$ cat src/rtl/pfd_pkg.sv
package pfd_pkg;

   localparam int PFD_SIDES = 2;
   localparam int SIDE_REF  = 0;
   localparam int SIDE_FB   = 1;

   function automatic int pfd_cnt_bits(input int n);
      int b;
      b = $clog2(n + 1);
      return (b < 1) ? 1 : b;
   endfunction

endpackage

$ cat src/rtl/pfd_edge_in.sv
module pfd_edge_in #(
   parameter int EDGE_IN = 0
) (
   input  logic clk,
   input  logic rst_n,
   input  logic sig_i,
   output logic hit_o
);

   generate
      if (EDGE_IN == 0) begin : g_strobe
         assign hit_o = sig_i;
      end else begin : g_level
         logic prev_q;
         always_ff @(posedge clk or negedge rst_n) begin
            if (!rst_n) prev_q <= 1'b0;
            else        prev_q <= sig_i;
         end
         assign hit_o = sig_i & ~prev_q;
      end
   endgenerate

endmodule

$ cat src/rtl/pfd_state_flop.sv
module pfd_state_flop (
   input  logic clk,
   input  logic rst_n,
   input  logic set_i,
   input  logic clr_i,
   output logic q_o
);

   always_ff @(posedge clk or negedge rst_n) begin
      if (!rst_n)     q_o <= 1'b0;
      else if (clr_i) q_o <= 1'b0;
      else if (set_i) q_o <= 1'b1;
   end

endmodule

$ cat src/rtl/pfd_reset_timer.sv
module pfd_reset_timer
   import pfd_pkg::*;
#(
   parameter int MIN_W = 3
) (
   input  logic clk,
   input  logic rst_n,
   input  logic both_i,
   output logic clr_o
);

   localparam int CNT_W = pfd_cnt_bits(MIN_W);
   localparam logic [CNT_W-1:0] LAST = CNT_W'(MIN_W - 1);

   logic [CNT_W-1:0] cnt_q;

   assign clr_o = both_i && (cnt_q == LAST);

   always_ff @(posedge clk or negedge rst_n) begin
      if (!rst_n)                cnt_q <= '0;
      else if (both_i && !clr_o) cnt_q <= cnt_q + 1'b1;
      else                       cnt_q <= '0;
   end

endmodule

$ cat src/rtl/pfd_dual_out.sv
module pfd_dual_out
   import pfd_pkg::*;
#(
   parameter int MIN_W   = 3,
   parameter int EDGE_IN = 0
) (
   input  logic clk,
   input  logic rst_n,
   input  logic ref_in,
   input  logic fb_in,
   output logic phi_ref_n,
   output logic phi_fb_n
);

   generate
      if (MIN_W < 1) begin : g_bad_w
         $error("pfd_dual_out: MIN_W must be at least 1");
      end
      if (EDGE_IN != 0 && EDGE_IN != 1) begin : g_bad_mode
         $error("pfd_dual_out: EDGE_IN must be 0 or 1");
      end
   endgenerate

   logic [PFD_SIDES-1:0] raw_vec;
   logic [PFD_SIDES-1:0] hit_vec;
   logic [PFD_SIDES-1:0] st_vec;
   logic                 clr_all;

   assign raw_vec[SIDE_REF] = ref_in;
   assign raw_vec[SIDE_FB]  = fb_in;

   for (genvar s = 0; s < PFD_SIDES; s++) begin : g_side
      pfd_edge_in #(.EDGE_IN(EDGE_IN)) u_in (
         .clk  (clk),
         .rst_n(rst_n),
         .sig_i(raw_vec[s]),
         .hit_o(hit_vec[s])
      );
      pfd_state_flop u_st (
         .clk  (clk),
         .rst_n(rst_n),
         .set_i(hit_vec[s]),
         .clr_i(clr_all),
         .q_o  (st_vec[s])
      );
   end

   pfd_reset_timer #(.MIN_W(MIN_W)) u_tmr (
      .clk   (clk),
      .rst_n (rst_n),
      .both_i(&st_vec),
      .clr_o (clr_all)
   );

   assign phi_ref_n = ~st_vec[SIDE_REF];
   assign phi_fb_n  = ~st_vec[SIDE_FB];

endmodule

$ cat config.mk
export PLATFORM = sky130hd
export DESIGN_NAME = pfd_dual_out
export DESIGN_NICKNAME = d
export VERILOG_FILES = /design/src/rtl/pfd_pkg.sv /design/src/rtl/pfd_edge_in.sv /design/src/rtl/pfd_state_flop.sv /design/src/rtl/pfd_reset_timer.sv /design/src/rtl/pfd_dual_out.sv
export SDC_FILE = /design/constraint.sdc
export NUM_CORES = 1
export LEC_CHECK = 0
export ABC_AREA = 1
export BUFFER_PORTS_ARGS = -buffer_cell sky130_fd_sc_hd__buf_4
export CORE_AREA = 4 4 41 43
export DETAILED_ROUTE_END_ITERATION = 10
export DIE_AREA = 0 0 45 47
export SLEW_MARGIN = 20
export SYNTH_ARGS = -nofsm -noshare
export SYNTH_HDL_FRONTEND = slang
export SYNTH_SLANG_ARGS = --single-unit
$ cat constraint.sdc
create_clock -name clk -period 1.75 [get_ports clk]
set_clock_uncertainty 0.2 [all_clocks]
set_input_delay 0.175 -clock clk [delete_from_list [all_inputs] [get_ports clk]]
set_output_delay 0.175 -clock clk [all_outputs]
set_load 0.03 [all_outputs]
After elaboration in Yosys (flattened, before gate mapping)

Cells that the tools add are included.

$add $sub $neg: 1
Equal/unequal tests: 1
Mux-type cells: 5
Bitwise logic cells: 2
Reductions and logical operators: 6

Operators by type and width:

| operator            | count |
|---|---|
| $mux 1              | 4 |
| $reduce_bool 2->1   | 2 |
| $add 2x1->2 const B | 1 |
| $eq 2x2->1 const B  | 1 |
| $logic_and 1x1->1   | 2 |
| $mux 2              | 1 |
| $not 1->1           | 2 |
| $reduce_and 2->1    | 1 |
| $logic_not 1->1     | 1 |

Flip-flop bits (word level): 4

Longest topological paths before layout

Depth in word-level cells: 5
Depth in mapped cells: 5
Mapped depth without buffers: 5

Hierarchy

From an unflattened synthesis, not the netlist that was laid out.

Cell total of the unflattened synthesis: 22
Area, all modules: 183.9 µm²

Modules (own cells, without submodules):

| module          | times used | cells an instance | area an instance (µm²) | seq. area each (µm²) |
|---|---|---|---|---|
| pfd_reset_timer | 1          | 10                | 88.8                   | 50.0 |
| pfd_state_flop  | 2          | 3                 | 32.5                   | 25.0 |
| pfd_dual_out    | 1          | 4                 | 15.0                   | 0.0 |
| pfd_edge_in     | 2          | 1                 | 7.5                    | 0.0 |

Worst setup path after synthesis

OpenSTA, ideal clock, no wires.

Kind: reg2reg
From: register g_side[0].u_st.q_o
To: register g_side[0].u_st.q_o
Data arrival time: 758 ps
Slack: 680 ps
Cell stages (with the launch flop): 5
Buffers on the path: 0
Clock period less this slack: 1070 ps
Cell sequence: dfrtp_1 > inv_1 > nand2_1 > nand2_1 > inv_1

Cells in the longest elaborated chain, start to end: 3

Ends and longest elaborated chain:

| element                                     | line                  | text |
|---|---|---|
| start: declaration                          | pfd_state_flop.sv:6   | `output logic q_o` |
| start signal: assignment                    | pfd_state_flop.sv:10  | `if (!rst_n) q_o <= 1'b0;` |
| start signal: assignment                    | pfd_state_flop.sv:11  | `else if (clr_i) q_o <= 1'b0;` |
| start signal: assignment                    | pfd_state_flop.sv:12  | `else if (set_i) q_o <= 1'b1;` |
| $reduce_and 2->1 *                          | pfd_dual_out.sv:51    | `.both_i(&st_vec),` |
| $logic_and 1x1->1 *                         | pfd_reset_timer.sv:17 | `assign clr_o = both_i && (cnt_q == LAST);` |
| $mux 1 or $reduce_bool 2->1 (tied branches) | -                     |  |

Mark *: on every way between the ends. The rest lies on a longest branch, timed or not.
A chain may end at the register's enable or synchronous reset.

Final worst setup path

From: register g_side[1].u_st.q_o
To: output phi_fb_n

Cells in the longest elaborated chain, start to end: 1

Ends and longest elaborated chain:

| element                  | line                 | text |
|---|---|---|
| start: declaration       | pfd_state_flop.sv:6  |  |
| start signal: assignment | pfd_state_flop.sv:10 |  |
| start signal: assignment | pfd_state_flop.sv:11 |  |
| start signal: assignment | pfd_state_flop.sv:12 |  |
| $not 1->1                | pfd_dual_out.sv:56   | `assign phi_fb_n = ~st_vec[SIDE_FB];` |
| end: declaration         | pfd_dual_out.sv:12   | `output logic phi_fb_n` |

No other way between the ends.

==> impl_metrics.csv <==
group,metric,value,unit
floorplanning,fp.dieH,47,µm
yosys,synth_fa_ha_area_share,7.25,%
power,power.leakage,0.159,nW
global_routing,grtUsageTotal,4.60,%
global_routing,grt_overflow,0,
clocking,cts.path.max_buffers,2,
sta,rsz0062_at_grt,"false",
placed_design,dp_hpwl,261,µm
placed_design,post-place-ws,621,ps
yosys,yosys.area_share.simple,19.6,%
yosys,syn_area_per_cell,8.63,µm²
final_layout,layout.nets,37,
run_status,status,"completed",
clocking,root_buffer,"clkbuf_4",
yosys,synth_top_family_by_area,"simple AND/OR/NAND/NOR gates",
yosys,synth_area_leaders,"dfrtp_1 (58%), inv_1 (15%), nand2_1 (11%)",
yosys,ys_seq_area_share,58.0,%
placed_design,place.gp.congestion,0.565,
worst_setup_path,worstPathRequired,1370,ps
worst_setup_path,crit_type,"flip-flop to output port",
route,ant_nets,0,
worst_hold_path,hold_start,"ref_in",
worst_setup_path,critPathLaunch,"g_side[1].u_st.q_o",
worst_setup_path,critPathLaunchType,"flip-flop",
floorplanning,ios,6,
yosys,synthXorXnorAreaFrac,0,%
clocking,post_cts.repair.setup_buffers,0,
yosys,ys_seq_elements,4,
yosys,synth.top_cell.area_share,58.0,%
sta,setup_slack,518,ps
worst_setup_path,crit_fanout,3,
route,drtIter0Drc,2,
route,drcViolationCount,0,
clocking,cts_buffers,3,
yosys,ys.warnings.count,0,
global_routing,grt_pass1_vias,144,
sta,fin_setup_tns,0,ps
clocking,cts_tree,"done",
worst_setup_path,r2r_start,"u_tmr.cnt_q[0]",
final_layout,antenna_cells,0,
clocking,cts_sinks,4,
sta,slew_headroom,90.9,%
power,worst_ir_drop_vdd,0.345,mV
yosys,synth_cells,20,
route,vias,149,
floorplanning,num_rows,13,
yosys,synth_compound_area_share,0,%
route,firstDrtPassIters,2,
clocking,cts_resized,0,
yosys,synth_area_leader_cell,"dfrtp_1",
clocking,clk_pin_slew,40,ps
global_routing,grt_max_degree,5,
sta,period_needed,1230,ps
yosys,synthMuxAreaShare,0,%
run,max_cap_viol_count,0,
worst_setup_path,cp.arrival,860,ps
clocking,clk_latency,230,ps
final_layout,layout-drive-gt1-share,26.7,%
floorplanning,die_x,45,µm
final_layout,fillers,164,
sta,period_share,70.4,%
global_routing,grt_pass1_wl,579,µm
sta,finalSetupViolCount,0,
sta,hold_viol,0,
final_layout,final_area,272,µm²
route,wirelength,332,µm
sta,fmax,812,MHz
clocking,htree_num_levels,1,
floorplanning,initial_core_util,13.3,%
final_layout,final_cell_mix,"inv_1 (7), nand2_1 (5), buf_4 (5)",
power,p_per_area,1500,mW/mm²
worst_setup_path,crit_path_end_kind,"output port",
yosys,ys_types,6,
floorplanning,die_area,0.00212,mm²
route,drt-vias-per-instance,3.31,
final_layout,final_common_cell,"inv_1",
sta,max_slew.worst_pin.slew,135,ps
placed_design,io_buffers,5,
floorplanning,coreArea,0.00130,mm²
placed_design,postPlaceCellArea,229,µm²
route,route.detailed.wl_per_inst,7.38,µm
sta,drv_slew,0,
final_layout,syn2layout_area_growth,57.2,%
worst_hold_path,hp-class,"input port to flip-flop",
global_routing,antenna_found_initial,0,
yosys,synth.net_count,25,
yosys,netlist_area,173,µm²
cells in the mapped netlist, drive strengths merged:
| cell type | instances |
|---|---|
| ha | 1 |
| nor3 | 2 |
| nand2 | 5 |
| nand3 | 1 |
| inv | 7 |
| dfrtp | 4 |
report_power, final:
group | switching, mW | leakage [nW] | internal (mW)
sequential | 0.0182 | 0.0451 | 0.129
clock | 0.0378 | 0.0138 | 0.0767
combinational | 0.0844 | 0.100 | 0.0600
worst paths after layout:
kind / endpoint / slack [ps] / depth (start not counted)
max: phi_fb_n / 520 / 2
min: g_side[0].u_st.q_o / 10 / 5
max reg2reg: g_side[0].u_st.q_o / 630 / 5
min reg2reg: u_tmr.cnt_q[0] / 220 / 1
max in group asynchronous: u_tmr.cnt_q[1] / 1160 / 2
min in group asynchronous: u_tmr.cnt_q[0] / 80 / 2
flip-flops by register name (all words and copies together), names as in the netlist:
name             flops
u_tmr.cnt_q          2
g_side.u_st.q_o      2
worst max-delay path: stages (launching register included):
cell     delay (ps)
dfrtp_1         390
inv_1            80
buf_4           160
area by class of cell:
type,count,area (µm²),share of cell area [%]
sequential,4,100,36.9
multi-input combinational,9,46.3,17.1
timing repair buffer,7,57.6,21.2
clock buffer,3,22.5,8.29
tap,15,18.8,6.91
inverter,7,26.3,9.68
repair_timing:
action	CTS	global route
setup endpoints to repair	0	0
endpoints found under the hold margin	5	0
hold buffers	2	0
cell families after synthesis:
logic type | count (synthesis)
adders and majority gates | 1
and+or+nand+nor | 8
DFF | 4
buffers and inverters | 7
per-layer routing:
metal / vias up / part of all wire (%) / wire (µm) / track usage [%]
met4: 0 / 0 / 0 / 7.02
met5: - / 0 / 0 / 0
met2: 5 / 45 / 149 / 5.37
li1: 79 / - / - / -
met3: 0 / 12 / 40 / 3.83
met1: 65 / 43 / 142 / 3.90
metrics by stage:
stage,hold WS [ps],utilization [%],std cells,power [mW]
detailed placement,-223,17.6,40,0.294
finish,10.9,20.9,45,0.406
floorplan,-321,-,20,0.247
global route,27.0,20.9,45,0.448
CTS,7.12,20.9,45,0.419
global placement,-226,17.6,40,0.290
(Power assumes the default switching activity.)
